--- src/rtl/pwm_dual_edge_pkg.sv ---
package pwm_dual_edge_pkg;

    // Register offsets placed after the match slots
    localparam int unsigned OFS_PRESCALE = 0;
    localparam int unsigned OFS_MODE     = 1;
    localparam int unsigned OFS_ENABLE   = 2;
    localparam int unsigned OFS_LATCH    = 3;
    localparam int unsigned NUM_CFG_REGS = 4;

    typedef enum logic {
        EDGE_SINGLE = 1'b0,
        EDGE_DOUBLE = 1'b1
    } edge_mode_e;

endpackage

--- src/rtl/pwm_prescaler.sv ---
module pwm_prescaler #(
    parameter int unsigned PRE_W = 32
) (
    input  logic             clk,
    input  logic             rst_n,
    input  logic [PRE_W-1:0] limit,
    output logic             tick
);

    typedef struct packed {
        logic [PRE_W-1:0] cnt;
    } pre_state_t;

    pre_state_t st_d, st_q;

    always_comb begin
        st_d = st_q;
        tick = (st_q.cnt >= limit);
        if (tick) begin
            st_d.cnt = '0;
        end else begin
            st_d.cnt = st_q.cnt + PRE_W'(1);
        end
    end

    always_ff @(posedge clk or negedge rst_n) begin
        if (!rst_n) begin
            st_q <= '0;
        end else begin
            st_q <= st_d;
        end
    end

endmodule

--- src/rtl/pwm_timebase.sv ---
module pwm_timebase #(
    parameter int unsigned CNT_W = 32
) (
    input  logic             clk,
    input  logic             rst_n,
    input  logic             tick,
    input  logic [CNT_W-1:0] period,
    output logic [CNT_W-1:0] count_q,
    output logic [CNT_W-1:0] count_next,
    output logic             wrap
);

    typedef struct packed {
        logic [CNT_W-1:0] cnt;
    } tb_state_t;

    tb_state_t st_d, st_q;

    always_comb begin
        st_d = st_q;
        wrap = tick && (st_q.cnt == period);
        if (wrap) begin
            st_d.cnt = '0;
        end else if (tick) begin
            st_d.cnt = st_q.cnt + CNT_W'(1);
        end
        count_next = st_d.cnt;
    end

    always_ff @(posedge clk or negedge rst_n) begin
        if (!rst_n) begin
            st_q <= '0;
        end else begin
            st_q <= st_d;
        end
    end

    assign count_q = st_q.cnt;

endmodule

--- src/rtl/pwm_regfile.sv ---
module pwm_regfile
    import pwm_dual_edge_pkg::*;
#(
    parameter int unsigned NUM_CH = 6,
    parameter int unsigned CNT_W  = 32,
    parameter int unsigned ADDR_W = 4
) (
    input  logic                             clk,
    input  logic                             rst_n,
    input  logic                             wr_en,
    input  logic [ADDR_W-1:0]                wr_addr,
    input  logic [CNT_W-1:0]                 wr_data,
    input  logic                             boundary,
    output logic [NUM_CH:0][CNT_W-1:0]       active,
    output logic [CNT_W-1:0]                 prescale,
    output logic [NUM_CH-1:0]                mode,
    output logic [NUM_CH-1:0]                enable
);

    localparam int unsigned NUM_MATCH  = NUM_CH + 1;
    localparam logic [ADDR_W-1:0] A_PRE = ADDR_W'(NUM_MATCH + OFS_PRESCALE);
    localparam logic [ADDR_W-1:0] A_MOD = ADDR_W'(NUM_MATCH + OFS_MODE);
    localparam logic [ADDR_W-1:0] A_ENA = ADDR_W'(NUM_MATCH + OFS_ENABLE);
    localparam logic [ADDR_W-1:0] A_LAT = ADDR_W'(NUM_MATCH + OFS_LATCH);

    typedef struct packed {
        logic [NUM_MATCH-1:0][CNT_W-1:0] shadow;
        logic [NUM_MATCH-1:0][CNT_W-1:0] active;
        logic [NUM_MATCH-1:0]            pend;
        logic [CNT_W-1:0]                presc;
        logic [NUM_CH-1:0]               mode;
        logic [NUM_CH-1:0]               en;
    } regs_t;

    regs_t rg_d, rg_q;

    always_comb begin
        rg_d = rg_q;
        // boundary transfer uses the shadow contents held before this clock
        if (boundary) begin
            for (int i = 0; i < NUM_MATCH; i++) begin
                if (rg_q.pend[i]) begin
                    rg_d.active[i] = rg_q.shadow[i];
                    rg_d.pend[i]   = 1'b0;
                end
            end
        end
        if (wr_en) begin
            for (int i = 0; i < NUM_MATCH; i++) begin
                if (wr_addr == ADDR_W'(i)) begin
                    rg_d.shadow[i] = wr_data;
                end
            end
            if (wr_addr == A_PRE) begin
                rg_d.presc = wr_data;
            end
            if (wr_addr == A_MOD) begin
                rg_d.mode = wr_data[NUM_CH-1:0];
            end
            if (wr_addr == A_ENA) begin
                rg_d.en = wr_data[NUM_CH-1:0];
            end
            if (wr_addr == A_LAT) begin
                rg_d.pend = rg_d.pend | wr_data[NUM_MATCH-1:0];
            end
        end
    end

    always_ff @(posedge clk or negedge rst_n) begin
        if (!rst_n) begin
            rg_q <= '0;
        end else begin
            rg_q <= rg_d;
        end
    end

    assign active   = rg_q.active;
    assign prescale = rg_q.presc;
    assign mode     = rg_q.mode;
    assign enable   = rg_q.en;

endmodule

--- src/rtl/pwm_edge_unit.sv ---
module pwm_edge_unit
    import pwm_dual_edge_pkg::*;
#(
    parameter int unsigned CNT_W = 32
) (
    input  logic             clk,
    input  logic             rst_n,
    input  logic             tick,
    input  logic             wrap,
    input  logic [CNT_W-1:0] count_next,
    input  edge_mode_e       mode,
    input  logic [CNT_W-1:0] rise_match,
    input  logic [CNT_W-1:0] fall_match,
    output logic             level
);

    typedef struct packed {
        logic lvl;
    } edge_state_t;

    edge_state_t st_d, st_q;
    logic        set_ev;
    logic        clr_ev;

    always_comb begin
        st_d   = st_q;
        clr_ev = tick && (count_next == fall_match);
        if (mode == EDGE_DOUBLE) begin
            set_ev = tick && (count_next == rise_match);
        end else begin
            set_ev = wrap;
        end
        // falling event has priority over a coincident rising event
        if (clr_ev) begin
            st_d.lvl = 1'b0;
        end else if (set_ev) begin
            st_d.lvl = 1'b1;
        end
    end

    always_ff @(posedge clk or negedge rst_n) begin
        if (!rst_n) begin
            st_q <= '0;
        end else begin
            st_q <= st_d;
        end
    end

    assign level = st_q.lvl;

endmodule

--- src/rtl/pwm_dual_edge.sv ---
module pwm_dual_edge
    import pwm_dual_edge_pkg::*;
#(
    parameter int unsigned NUM_CH = 6,
    parameter int unsigned CNT_W  = 32,
    parameter int unsigned ADDR_W = $clog2(NUM_CH + 1 + NUM_CFG_REGS)
) (
    input  logic              clk,
    input  logic              rst_n,
    input  logic              wr_en,
    input  logic [ADDR_W-1:0] wr_addr,
    input  logic [CNT_W-1:0]  wr_data,
    output logic [NUM_CH-1:0] pwm_o
);

    logic [NUM_CH:0][CNT_W-1:0] active;
    logic [CNT_W-1:0]           prescale;
    logic [NUM_CH-1:0]          mode;
    logic [NUM_CH-1:0]          enable;
    logic                       tick;
    logic                       wrap;
    logic [CNT_W-1:0]           count_q;
    logic [CNT_W-1:0]           count_next;
    logic [CNT_W-1:0]           period;
    logic [NUM_CH-1:0]          level;

    assign period = active[0];

    pwm_regfile #(
        .NUM_CH (NUM_CH),
        .CNT_W  (CNT_W),
        .ADDR_W (ADDR_W)
    ) i_regs (
        .clk      (clk),
        .rst_n    (rst_n),
        .wr_en    (wr_en),
        .wr_addr  (wr_addr),
        .wr_data  (wr_data),
        .boundary (wrap),
        .active   (active),
        .prescale (prescale),
        .mode     (mode),
        .enable   (enable)
    );

    pwm_prescaler #(
        .PRE_W (CNT_W)
    ) i_pre (
        .clk   (clk),
        .rst_n (rst_n),
        .limit (prescale),
        .tick  (tick)
    );

    pwm_timebase #(
        .CNT_W (CNT_W)
    ) i_tb (
        .clk        (clk),
        .rst_n      (rst_n),
        .tick       (tick),
        .period     (period),
        .count_q    (count_q),
        .count_next (count_next),
        .wrap       (wrap)
    );

    for (genvar c = 0; c < NUM_CH; c++) begin : g_ch
        pwm_edge_unit #(
            .CNT_W (CNT_W)
        ) i_edge (
            .clk        (clk),
            .rst_n      (rst_n),
            .tick       (tick),
            .wrap       (wrap),
            .count_next (count_next),
            .mode       (edge_mode_e'(mode[c])),
            .rise_match (active[c]),
            .fall_match (active[c+1]),
            .level      (level[c])
        );
    end

    assign pwm_o = level & enable;

endmodule

--- config.mk ---
export PLATFORM = sky130hd
export DESIGN_NAME = pwm_dual_edge
export DESIGN_NICKNAME = d
export VERILOG_FILES = /design/src/rtl/pwm_dual_edge_pkg.sv /design/src/rtl/pwm_prescaler.sv /design/src/rtl/pwm_timebase.sv /design/src/rtl/pwm_regfile.sv /design/src/rtl/pwm_edge_unit.sv /design/src/rtl/pwm_dual_edge.sv
export SDC_FILE = /design/constraint.sdc
export NUM_CORES = 1
export LEC_CHECK = 0
export BUFFER_PORTS_ARGS = -buffer_cell sky130_fd_sc_hd__buf_2
export CELL_PAD_IN_SITES_DETAIL_PLACEMENT = 0
export CELL_PAD_IN_SITES_GLOBAL_PLACEMENT = 1
export CORE_ASPECT_RATIO = 0.8
export CORE_MARGIN = 1
export CORE_UTILIZATION = 35
export DETAILED_ROUTE_END_ITERATION = 8
export GPL_TIMING_DRIVEN = 1
export PLACE_DENSITY = 0.64
export RECOVER_POWER = 100
export SKIP_LAST_GASP = 1
export SYNTH_ARGS = -nofsm -noshare
export SYNTH_HDL_FRONTEND = slang
export SYNTH_SLANG_ARGS = --single-unit
--- constraint.sdc ---
create_clock -name clk -period 7.2 [get_ports clk]
set_input_delay 1.08 -clock clk [delete_from_list [all_inputs] [get_ports clk]]
set_output_delay 1.08 -clock clk [all_outputs]
set_load 0.1 [all_outputs]
# == Word-level counts from Yosys, hierarchy flattened ==
# Index checks and enable logic that the tools add are counted.
# op_classes
n_addsub,2
magnitude_cmp,1
n_eq_ne,18
muxes,27
bitwise_logic,2
n_reduce_logical,32
# op_table
op,n
$eq 32x32->1,8
$mux 32,4
$add 32x1->32 const B,2
$mux 51,1
$reduce_and 2->1,17
$ge 32x32->1,1
$mux 1,18
$eq 4x3->1 const B,4
$mux 7,2
$eq 4x4->1 const B,3
$mux 6,2
$reduce_bool 2->1,6
$eq 4x2->1 const B,2
$logic_and 1x1->1,8
$or 7x7->7,1
$and 6x6->6,1
$eq 4x1->1 const B,1
$logic_not 4->1,1
# word_totals
register_bits,569
word_cells,108

# == Logic depth before layout (Yosys ltp) ==
# Gate-level depths: netlist of run 1.
# depth
depth_word,8
ltp_mapped,16

# == Hierarchy ==
# Synthesis of run 1 repeated with hierarchy kept, for this count alone.
# unflattened
cells_unflattened,2402
area_unflattened_um2,29797.3
# modules_own_cells
mod,instances,cells_each,area_each_um2
pwm_regfile,1,1348,20653.6
pwm_edge_unit,6,92,740.7
pwm_prescaler,1,274,2527.4
pwm_timebase,1,222,2134.5
pwm_dual_edge,1,6,37.5

# == Worst setup path after synthesis of run 1 ==
# No wires, ideal clock.
# synth_path
path_type,register to register
start,reg i_pre.st_q[27] (netlist bit)
end,reg g_ch[2].i_edge.st_q
setup_time_ns,0.077
t_arrival_ns,3.364
required_time_ns,7.123
path_slack_ns,3.758
path_stages_with_launch,14
period_less_slack_ns,3.442
path_cell_list,dfrtp_1 -> ha_1 -> nand4_1 -> or4_1 -> clkinv_1 -> o21ai_4 -> buf_6 -> a2111oi_0 -> a21oi_4 -> xor2_1 -> nand4_1 -> nor4_1 -> nand4_1 -> a21oi_1
# synth_via
elab_chain_cells,7
elab_cells_between_ends,11
cone_classes,order compare: 1; eq/ne: 2; mux: 4; reduce/logical: 4
# synth_lines
item,line_no,source
from (decl),pwm_prescaler.sv:14,"pre_state_t st_d, st_q;"
from (signal assigned),pwm_prescaler.sv:30,st_q <= st_d;
$ge 32x32->1 (*),pwm_prescaler.sv:18,tick = (st_q.cnt >= limit);
$mux 32 or $logic_and 1x1->1 (tied branches),"pwm_timebase.sv:24, pwm_timebase.sv:21",
$mux 32,pwm_timebase.sv:22,if (wrap) begin
$eq 32x32->1,pwm_edge_unit.sv:29,set_ev = tick && (count_next == rise_match);
$logic_and 1x1->1,pwm_edge_unit.sv:29,
$mux 1,pwm_edge_unit.sv:28,if (mode == EDGE_DOUBLE) begin
$reduce_bool 2->1 (no source line),n/a,
to (signal assigned),pwm_edge_unit.sv:45,st_q <= st_d;
to (decl),pwm_edge_unit.sv:21,"edge_state_t st_d, st_q;"
# Mark *: on every way between the ends. The rest lies on a longest branch, timed or not.
# A chain may end at the register's enable or synchronous reset.

# == Worst setup path after layout of run 1 ==
# layout_path
start,reg i_tb.st_q (netlist bit i_tb.count_q[23])
end,reg i_regs.rg_q (netlist bit i_regs.active[101])
# layout_via
elab_chain_cells,3
# layout_lines
item,line_no,source
from (decl),pwm_timebase.sv:17,"tb_state_t st_d, st_q;"
from (signal assigned),pwm_timebase.sv:34,st_q <= st_d;
$eq 32x32->1,pwm_timebase.sv:21,wrap = tick && (st_q.cnt == period);
$logic_and 1x1->1,pwm_timebase.sv:21,
$reduce_and 2->1 (no source line),n/a,
to (signal assigned),pwm_regfile.sv:73,rg_q <= rg_d;
to (decl),pwm_regfile.sv:35,"regs_t rg_d, rg_q;"
# No other way between the ends.

==> results.cfg, run 1 <==
[run_status]
status = finished with violations
violations = capacitance limit, slew limit

[detailed_routing]
dr.max_layer_used = met4
drt_iter0_markers = 1325
dr_wl_met2_um = 40100
wl_met1_um = 42400
drtPass1Iterations = 8
wl_per_cell_um = 27.5
route.antenna.remaining_nets = 0
wl_met3_um = 6110
drt_wl_total_um = 91700
vias = 18400
route.detailed.drc = 0
via_per_inst = 5.54

[logic_synthesis]
synthTopCellsByCount = 569 x dfrtp_1, 463 x mux2_2, 136 x xnor2_1
synth_ff_type = dfrtp_1
synth_edf_count = 0
syn_area_per_cell_um2 = 12.3
synth_most_common_cell = dfrtp_1
synth_area_leaders = dfrtp_1 52%, mux2_2 19%, xnor2_1 4.3%
ys_async_sr_fraction_pct = 100
ys_seq_elements = 569
syn_inst = 2238
syn_area_um2 = 27600
synth_nets = 2311
synth_top_area_cell = dfrtp_1
synth_top_area_share_pct = 51.6
synth_warnings = 0
synthDistinctLibCells = 92
yosysSeqAreaShare_pct = 51.6

[floorplanning]
pin_count = 45
dieArea_um2 = 79900
die_y_um = 253
initial_utilization_pct = 35.6
die_w_um = 316
row_count = 91
coreArea_um2 = 77500

[critical_path]
crit_buf_inv = 2
arrival_ns = 6.78
cp-start-kind = flop
r2r_cells = 9
cp.required_ns = 7.69
crit_family = simple AND/OR/NAND/NOR gates
worstPathMaxFanout = 33
r2r_slack_ns = 0.91
crit_end = i_regs.active[101]
critPathSlowestCell = nand2_1
worstSetupPathType = reg2reg
crit_chain = xnor2_1 > nand4_1 > nor4_1 > nand2_1 > clkbuf_1 > a21oi_1 > clkbuf_1 > nand2_1 > mux2_2
path_depth = 9
critPathLaunch = i_tb.count_q[23]
r2r-start = i_tb.count_q[23]
reg2reg_to = i_regs.active[101]
cp-end-kind = flop
slowest_delay_ns = 1.31

[run]
cap_viol_max_count = 19

[timing]
worstMarginPinSlew_ns = 4.49
slew_violations = 932
hold_violations = 0
slew_headroom_pct = -199
setup_violations = 0
period_minus_slack_ns = 6.29
holdWs_ns = 0.445
rsz0062_at_grt = false
fin_setup_tns_ns = 0
fin_ws_ns = 0.910
clock_skew_ns = 0.0673
clock.fmax_mhz = 159
fin_crit_sh_pct = 87.4

[clocking]
cts_root_buffer = clkbuf_16
cts_buffers = 60
clk_pin_slew_ns = 0.07
htree_levels = 2
cts_hold_buf = 0
cts_resized = 0
clk_latency_ns = 0.68
cts_setup_buffers = 0
cts.sinks = 569
clock_path_buffers = 3
cts_tree = done

[cells_and_area]
stdcell_area_um2 = 30500
final_nets = 2329
synthToLayoutAreaGrowth_pct = 10.5
layout-drive-gt1-share_pct = 28.4

[power_and_ir_drop]
p_per_area_nw_per_um2 = 246
ir_drop_uv = 164
leakage_nw = 13.9

[global_route]
grtUsageTotal_pct = 23.1
grt_max_degree = 157
grt_pass1_wl_um = 133000
grt_pass1_vias = 18700
grt_overflow_total = 0
antenna_found_initial = 10

[placed_design]
hpwl_um = 63800
place_ws_ns = 1.84
placed_cell_area_um2 = 28800
port_buffers = 44
place_congestion = 0.893

[hold_path]
hold_path_class = in2async
==> through the flow <==
step | instances | util, % | power (mW)
CTS | 3328 | 39.8 | 7.57
detailed placement | 3217 | 37.2 | 4.36
finish | 3329 | 39.3 | 7.49
global route | 3328 | 39.3 | 7.80
global placement | 3217 | 37.2 | 4.31
floorplan | 2238 | - | 4.10
==> cell type report <==
| cell class | count | area [um^2] |
|---|---|---|
| diodes | 1 | 2.50 |
| clock buffers | 85 | 1720 |
| well taps | 1023 | 1280 |
| clock inverters | 26 | 310 |
| repair buffers | 73 | 365 |
| multi-input cells | 1474 | 12300 |
| flip-flops and latches | 569 | 14200 |
| fillers | 7389 | 47100 |
| inverters | 78 | 293 |
==> report_power, final <==
part           internal [mW]  switching (mW)  leakage, nW
Sequential              3.56           0.163         7.45
Combinational          0.290           0.278         5.48
Clock                   1.81            1.38        0.996
Total                   5.66            1.82         13.9
==> kinds of logic after synthesis <==
logic type,synth area share (%)
flops,51.6
mux,19.0
fa+ha+maj,1.54
buf+inv,3.14
compound gates,7.41
simple gates,9.17
xor+xnor,8.12
==> state kept, by name, indices dropped and copies added, names as in the netlist <==
name	flops
i_regs.rg_q	231
i_regs.active	224
i_pre.st_q	32
i_regs.prescale	32
i_tb.count_q	32
g_ch.i_edge.level	6
i_regs.enable	6
i_regs.mode	6
==> layout by cell type, fill, tap and decap left out, types with 34 or more instances in the layout <==
cell       Yosys  layout
clkbuf_1      37      37
nand3_1       45      45
a21oi_1       40      46
nand2_1      104     100
o21ai_0       63      63
dfrtp_1      569     569
nor2_1        84      81
ha_1          34      34
xnor2_1      136     136
inv_1         77      77
mux2_2       463     463
clkbuf_16      0      60
nor4_1        37      40
xor2_1       117     117
nand4_1       54      54
==> worst min-delay path by stage <==
| stage | start | endpoint |
|---|---|---|
| floorplan | i_regs.rg_q[44] | i_regs.rg_q[44] |
| global route | rst_n | i_tb.count_q[15] |
| global placement | i_regs.enable[2] | i_regs.enable[2] |
| CTS | rst_n | i_tb.count_q[15] |
| finish | rst_n | i_tb.count_q[15] |
| detailed placement | i_regs.rg_q[423] | i_regs.active[148] |
==> routing by layer <==
metal,track usage [%],vias up
met4,7.69,0
met1,32.8,9756
li1,-,8013
met2,34.6,533
met5,0,-
met3,5.36,137
No activity file was read; power rests on OpenSTA's default activity.
==> run 2: changes to the inputs <==
ABC_AREA = 1   (was not set)
PLACE_DENSITY = 0.68   (was 0.64)
==> run 2 against run 1 <==
- the flow still finishes with violations (capacitance limit, slew limit)
- sequential share of layout area down 0.87 points
- die area up 1.2%
- final area up 1.9%
- sequential cell count unchanged
- power up 23%
- sequential power up 11%
- worst setup slack better by 0.62 ns
- synthesized cell count up 55%
- hold slack better by 0.011 ns
- cell count up 37%
- largest cell class unchanged
==> results.cfg, run 2 <==
[run_status]
status = finished with violations
violations = capacitance limit, slew limit

[clocking]
cts_setup_buffers = 0
cts_root_buffer = clkbuf_16
cts_resized = 0
cts_tree = done
clk_pin_slew_ns = 0.07
cts_hold_buf = 0
cts.sinks = 569
htree_levels = 2
clk_latency_ns = 0.69
clock_path_buffers = 3
cts_buffers = 60

[detailed_routing]
route.detailed.drc = 0
drtPass1Iterations = 5
route.antenna.remaining_nets = 0
drt_wl_total_um = 101000
drt_iter0_markers = 2422
wl_per_cell_um = 22.1
via_per_inst = 5.09
vias = 23200

[floorplanning]
pin_count = 45
coreArea_um2 = 78900
die_y_um = 255
initial_utilization_pct = 35.4
die_w_um = 318
dieArea_um2 = 80900
row_count = 92

[critical_path]
cp-end-kind = flop
cp-start-kind = flop
cp.required_ns = 7.78
worstPathMaxFanout = 37
arrival_ns = 6.25
worstSetupPathType = reg2reg

[global_route]
grt_pass1_vias = 21800
grt_pass1_wl_um = 148000
grt_overflow_total = 0
grtUsageTotal_pct = 25.0
grt_max_degree = 156
antenna_found_initial = 13

[timing]
fin_setup_tns_ns = 0
rsz0062_at_grt = false
hold_violations = 0
slew_headroom_pct = -168
fin_crit_sh_pct = 78.7
period_minus_slack_ns = 5.67
clock.fmax_mhz = 176
holdWs_ns = 0.456
slew_violations = 1050
clock_skew_ns = 0.0726
setup_violations = 0
worstMarginPinSlew_ns = 4.02

[logic_synthesis]
synth_top_area_share_pct = 51.0
yosys.area_share.simple_pct = 25.0
synth_fa_ha_area_share_pct = 1.52
syn_area_um2 = 27900
synthDistinctLibCells = 44
syn_area_per_cell_um2 = 8.05
syn_inst = 3467
synth-compound-area-share_pct = 10.4
synth_top_family_by_area = simple AND/OR/NAND/NOR gates
synth_nets = 3540
synth_warnings = 0
synthTopCellsByCount = 908 x nand2_1, 569 x dfrtp_1, 396 x nor2_1
synth_area_leaders = dfrtp_1 51%, nand2_1 12%, o21ai_0 5.6%
synth_xor_area_share_pct = 2.51
synth_most_common_cell = nand2_1
synth_mux_area_share_pct = 2.34
yosysSeqAreaShare_pct = 51.0
ys_seq_elements = 569
synth_top_area_cell = dfrtp_1
synth_ff_type = dfrtp_1
ys_async_sr_fraction_pct = 100
synth_edf_count = 0

[power_and_ir_drop]
ir_drop_uv = 193
finalPower_mw = 9.19
p_per_area_nw_per_um2 = 296
leakage_nw = 15.8

[placed_design]
port_buffers = 44
placed_cell_area_um2 = 29100
hpwl_um = 73700
place_congestion = 0.932

[cells_and_area]
final_common_cell = nand2_1
final_nets = 3546
layout_common_cells = 917 x nand2_1, 569 x dfrtp_1, 396 x nor2_1, 349 x inv_1, 316 x o21ai_0
layout-drive-gt1-share_pct = 7.81
top_register = i_regs.rg_q
synthToLayoutAreaGrowth_pct = 11.2
utilization_pct = 39.4
stdcell_area_um2 = 31000
largest_reg_flops = 231

[run]
cap_viol_max_count = 16

[hold_path]
hold_path_class = in2async
## run 2: area by class of cell
class | count | area (um^2)
clock inverter | 27 | 378
clock buffer | 81 | 1680
multi-input combinational | 2392 | 11600
timing repair buffer | 72 | 390
sequential | 569 | 14200
fill | 8233 | 47800
inverter | 378 | 1420
tap | 1034 | 1290
antenna | 5 | 12.5
## run 2: metal layers
metal	wire [um]	GRT usage, %
met3	8320	5.46
met4	2580	6.62
met1	49100	38.0
met2	40600	35.4
met5	0	0
## run 2: kinds of logic (layout without fill, tap and decap cells)
kind of cell / count (synthesis) / in the layout
AOI/OAI and AO/OA: 557 / 557
xor gates and xnor gates: 80 / 80
adders and majority gates: 34 / 34
buffers and inverters: 506 / 558
DFF: 569 / 569
muxes: 58 / 58
other: 0 / 5
and+or+nand+nor: 1663 / 1663
## run 2: critical path, stage by stage (launching register included)
cell     delay (ns)
dfrtp_1        0.44
ha_1           0.33
a21oi_1        0.14
o21ai_0        0.09
nand2_1        0.06
nand2_1        0.06
a21oi_1        1.44
nand2_4        0.68
buf_4          0.44
nand2_2        0.18
nand2_1        0.39
inv_2          0.28
nand2_1        0.07
nand2_1        0.15
nand3_1        0.11
nor2_1         0.11
nand2_1        0.10
nor2_1         0.19
nand3_1        0.14
nor2_1         0.13
a21oi_1        0.04
## run 2: final timing paths
path,from,endpoint,slack [ns],depth (start not counted)
setup / recovery,i_pre.st_q[19],g_ch[1].i_edge.level,1.53,20
max in group asynchronous,rst_n,i_regs.active[154],2.27,2
hold reg to reg,i_regs.rg_q[471],i_regs.active[196],0.48,1
hold / removal,rst_n,i_pre.st_q[1],0.46,1
min in group clk,i_regs.rg_q[471],i_regs.active[196],0.48,1
setup reg to reg,i_pre.st_q[19],g_ch[1].i_edge.level,1.53,20
## run 2: power breakdown
group	switching (mW)	internal [mW]	leakage, nW
clock network	1.42	1.86	0.984
registers	0.383	3.73	7.38
logic	1.23	0.563	7.40
total	3.03	6.16	15.8
## run 2: metrics by stage
step	setup slack [ns]	instances
2_1_floorplan	4.56	3467
3_3_place_gp	2.75	4445
3_5_place_dp	2.72	4445
4_1_cts	2.77	4553
5_1_grt	1.24	4553
6_report	1.53	4558
==> run 3: changes to the inputs <==
PLACE_DENSITY = 0.71   (was 0.68)
clock period = 4.6 ns   (was 7.2 ns; I/O delays follow)
==> run 3 against run 2 <==
- the run still ends with capacitance limit, slew limit left
- power up 55%
- core utilization up 0.11 points
- register-to-register slack worse by 1.2 ns
- hold slack better by 0.023 ns
- worst setup slack worse by 1.2 ns
- via count up 1.5%
- combinational power up 56%
- clock power up 53%
- sequential share of layout area down 0.12 points
- clock-buffer cell count down 1
- sequential power up 56%
- largest cell class unchanged
==> results.cfg, run 3 (same netlist as run 2, synthesis figures left out) <==
[run_status]
status = finished with violations
violations = capacitance limit, slew limit

[timing]
fin_crit_sh_pct = 91.7
fin_setup_tns_ns = 0
worstMarginPinSlew_ns = 3.50
holdWs_ns = 0.479
slew_violations = 1027
clock_skew_ns = 0.0571
hold_violations = 0
period_minus_slack_ns = 4.22
slew_headroom_pct = -133
setup_violations = 0
rsz0062_at_grt = false
clock.fmax_mhz = 237

[detailed_routing]
via_per_inst = 5.15
drtPass1Iterations = 5
route.detailed.drc = 0
drt_iter0_markers = 2417
vias = 23500
wl_per_cell_um = 21.9
drt_wl_total_um = 99900
route.antenna.remaining_nets = 0

[clocking]
clk_pin_slew_ns = 0.06
cts_hold_buf = 1
clock_path_buffers = 3
cts_resized = 0
cts_root_buffer = clkbuf_16
cts_tree = done
clk_latency_ns = 0.66
htree_levels = 2
cts_setup_buffers = 0
cts_buffers = 59
cts.sinks = 569

[placed_design]
hpwl_um = 72800
placed_cell_area_um2 = 29400
port_buffers = 44
place_congestion = 0.943
placedCellCount = 4466

[floorplanning]
initial_utilization_pct = 35.4
die_w_um = 318
dieArea_um2 = 80900
die_y_um = 255
pin_count = 45
row_count = 92
coreArea_um2 = 78900

[cells_and_area]
layout-drive-gt1-share_pct = 8.01
largest_reg_flops = 231
final_nets = 3567
layout_common_cells = 922 x nand2_1, 569 x dfrtp_1, 398 x nor2_1, 350 x inv_1, 316 x o21ai_0
final_cells = 4570
stdcell_area_um2 = 31100
top_register = i_regs.rg_q
final_common_cell = nand2_1
synthToLayoutAreaGrowth_pct = 11.5

[power_and_ir_drop]
ir_drop_uv = 279
finalPower_mw = 14.3
p_per_area_nw_per_um2 = 458
leakage_nw = 15.9

[critical_path]
worstSetupPathType = reg2reg
arrival_ns = 4.77
critPathSlowestCell = nand2_1
crit_chain = ha_1 > nand2_1 > inv_1 > nand2_1 > nor2_1 > nor2_1 > nand2_1 > nand2_1 > nand2_1 > nand2_4 > nand2_4 > nand2_1 > nand2_1 > nand2_1 > inv_1 > nand2_1 > a21oi_1 > nand3_1 > nor2_1 > and2_0 > nor2_1
crit_top_cell = nand2_1
r2r_slack_ns = 0.38
slowest_delay_ns = 0.52
cp.required_ns = 5.15
cp-end-kind = flop
worstPathMaxFanout = 26
cp-start-kind = flop

[global_route]
grtUsageTotal_pct = 24.8
grt_max_degree = 128
grt_overflow_total = 0
grt_pass1_vias = 22000
grt_pass1_wl_um = 149000
antenna_found_initial = 11

[run]
cap_viol_max_count = 14

[hold_path]
hold_path_class = reg2reg
[run 3: per-layer routing]
layer,vias to the layer above,GRT usage [%],routed length (um)
li1,11100,-,-
met1,11500,38.0,48500
met2,837,36.1,41300
met3,125,4.28,7890
met4,2,5.23,2090
met5,-,0,13
[run 3: per-stage QoR]
step / setup WS [ns] / util [%]
finish: 0.380 / 39.5
global route: 0.106 / 39.5
CTS: 0.482 / 39.8
detailed placement: 0.484 / 37.3
global placement: 0.547 / 37.3
floorplan: 1.96 / -
[run 3: power by group]
| part | internal, mW | leakage (nW) | switching (mW) |
|---|---|---|---|
| clock | 2.86 | 0.970 | 2.17 |
| combinational | 0.885 | 7.50 | 1.92 |
| sequential | 5.84 | 7.38 | 0.579 |
| total | 9.59 | 15.9 | 4.66 |
[run 3: cell type report]
cell class | count | area [um^2]
multi-input cells | 2392 | 11600
clock buffers | 80 | 1710
clock inverters | 22 | 284
fillers | 8262 | 47700
inverters | 378 | 1420
repair buffers | 94 | 586
well taps | 1034 | 1290
flip-flops and latches | 569 | 14200
diodes | 1 | 2.50
[run 3: final timing paths]
| kind | startpoint | endpoint | cells past startpoint |
|---|---|---|---|
| worst max-delay path | i_pre.st_q[5] | g_ch[0].i_edge.level | 21 |
| worst min-delay path | i_regs.rg_q[352] | i_regs.rg_q[352] | 2 |
| worst max register to register | i_pre.st_q[5] | g_ch[0].i_edge.level | 21 |
| worst min register to register | i_regs.rg_q[352] | i_regs.rg_q[352] | 2 |
| max in group asynchronous | rst_n | i_regs.rg_q[319] | 3 |
| min in group asynchronous | rst_n | i_regs.prescale[1] | 2 |
[run 3: critical path: cells and delay by family (launching register included)]
| kind | cells | cell delay, ns |
|---|---|---|
| buf+inv | 2 | 0.42 |
| compound gates | 1 | 0.30 |
| flops | 1 | 0.42 |
| fa+ha+maj | 1 | 0.31 |
| simple gates | 17 | 2.67 |
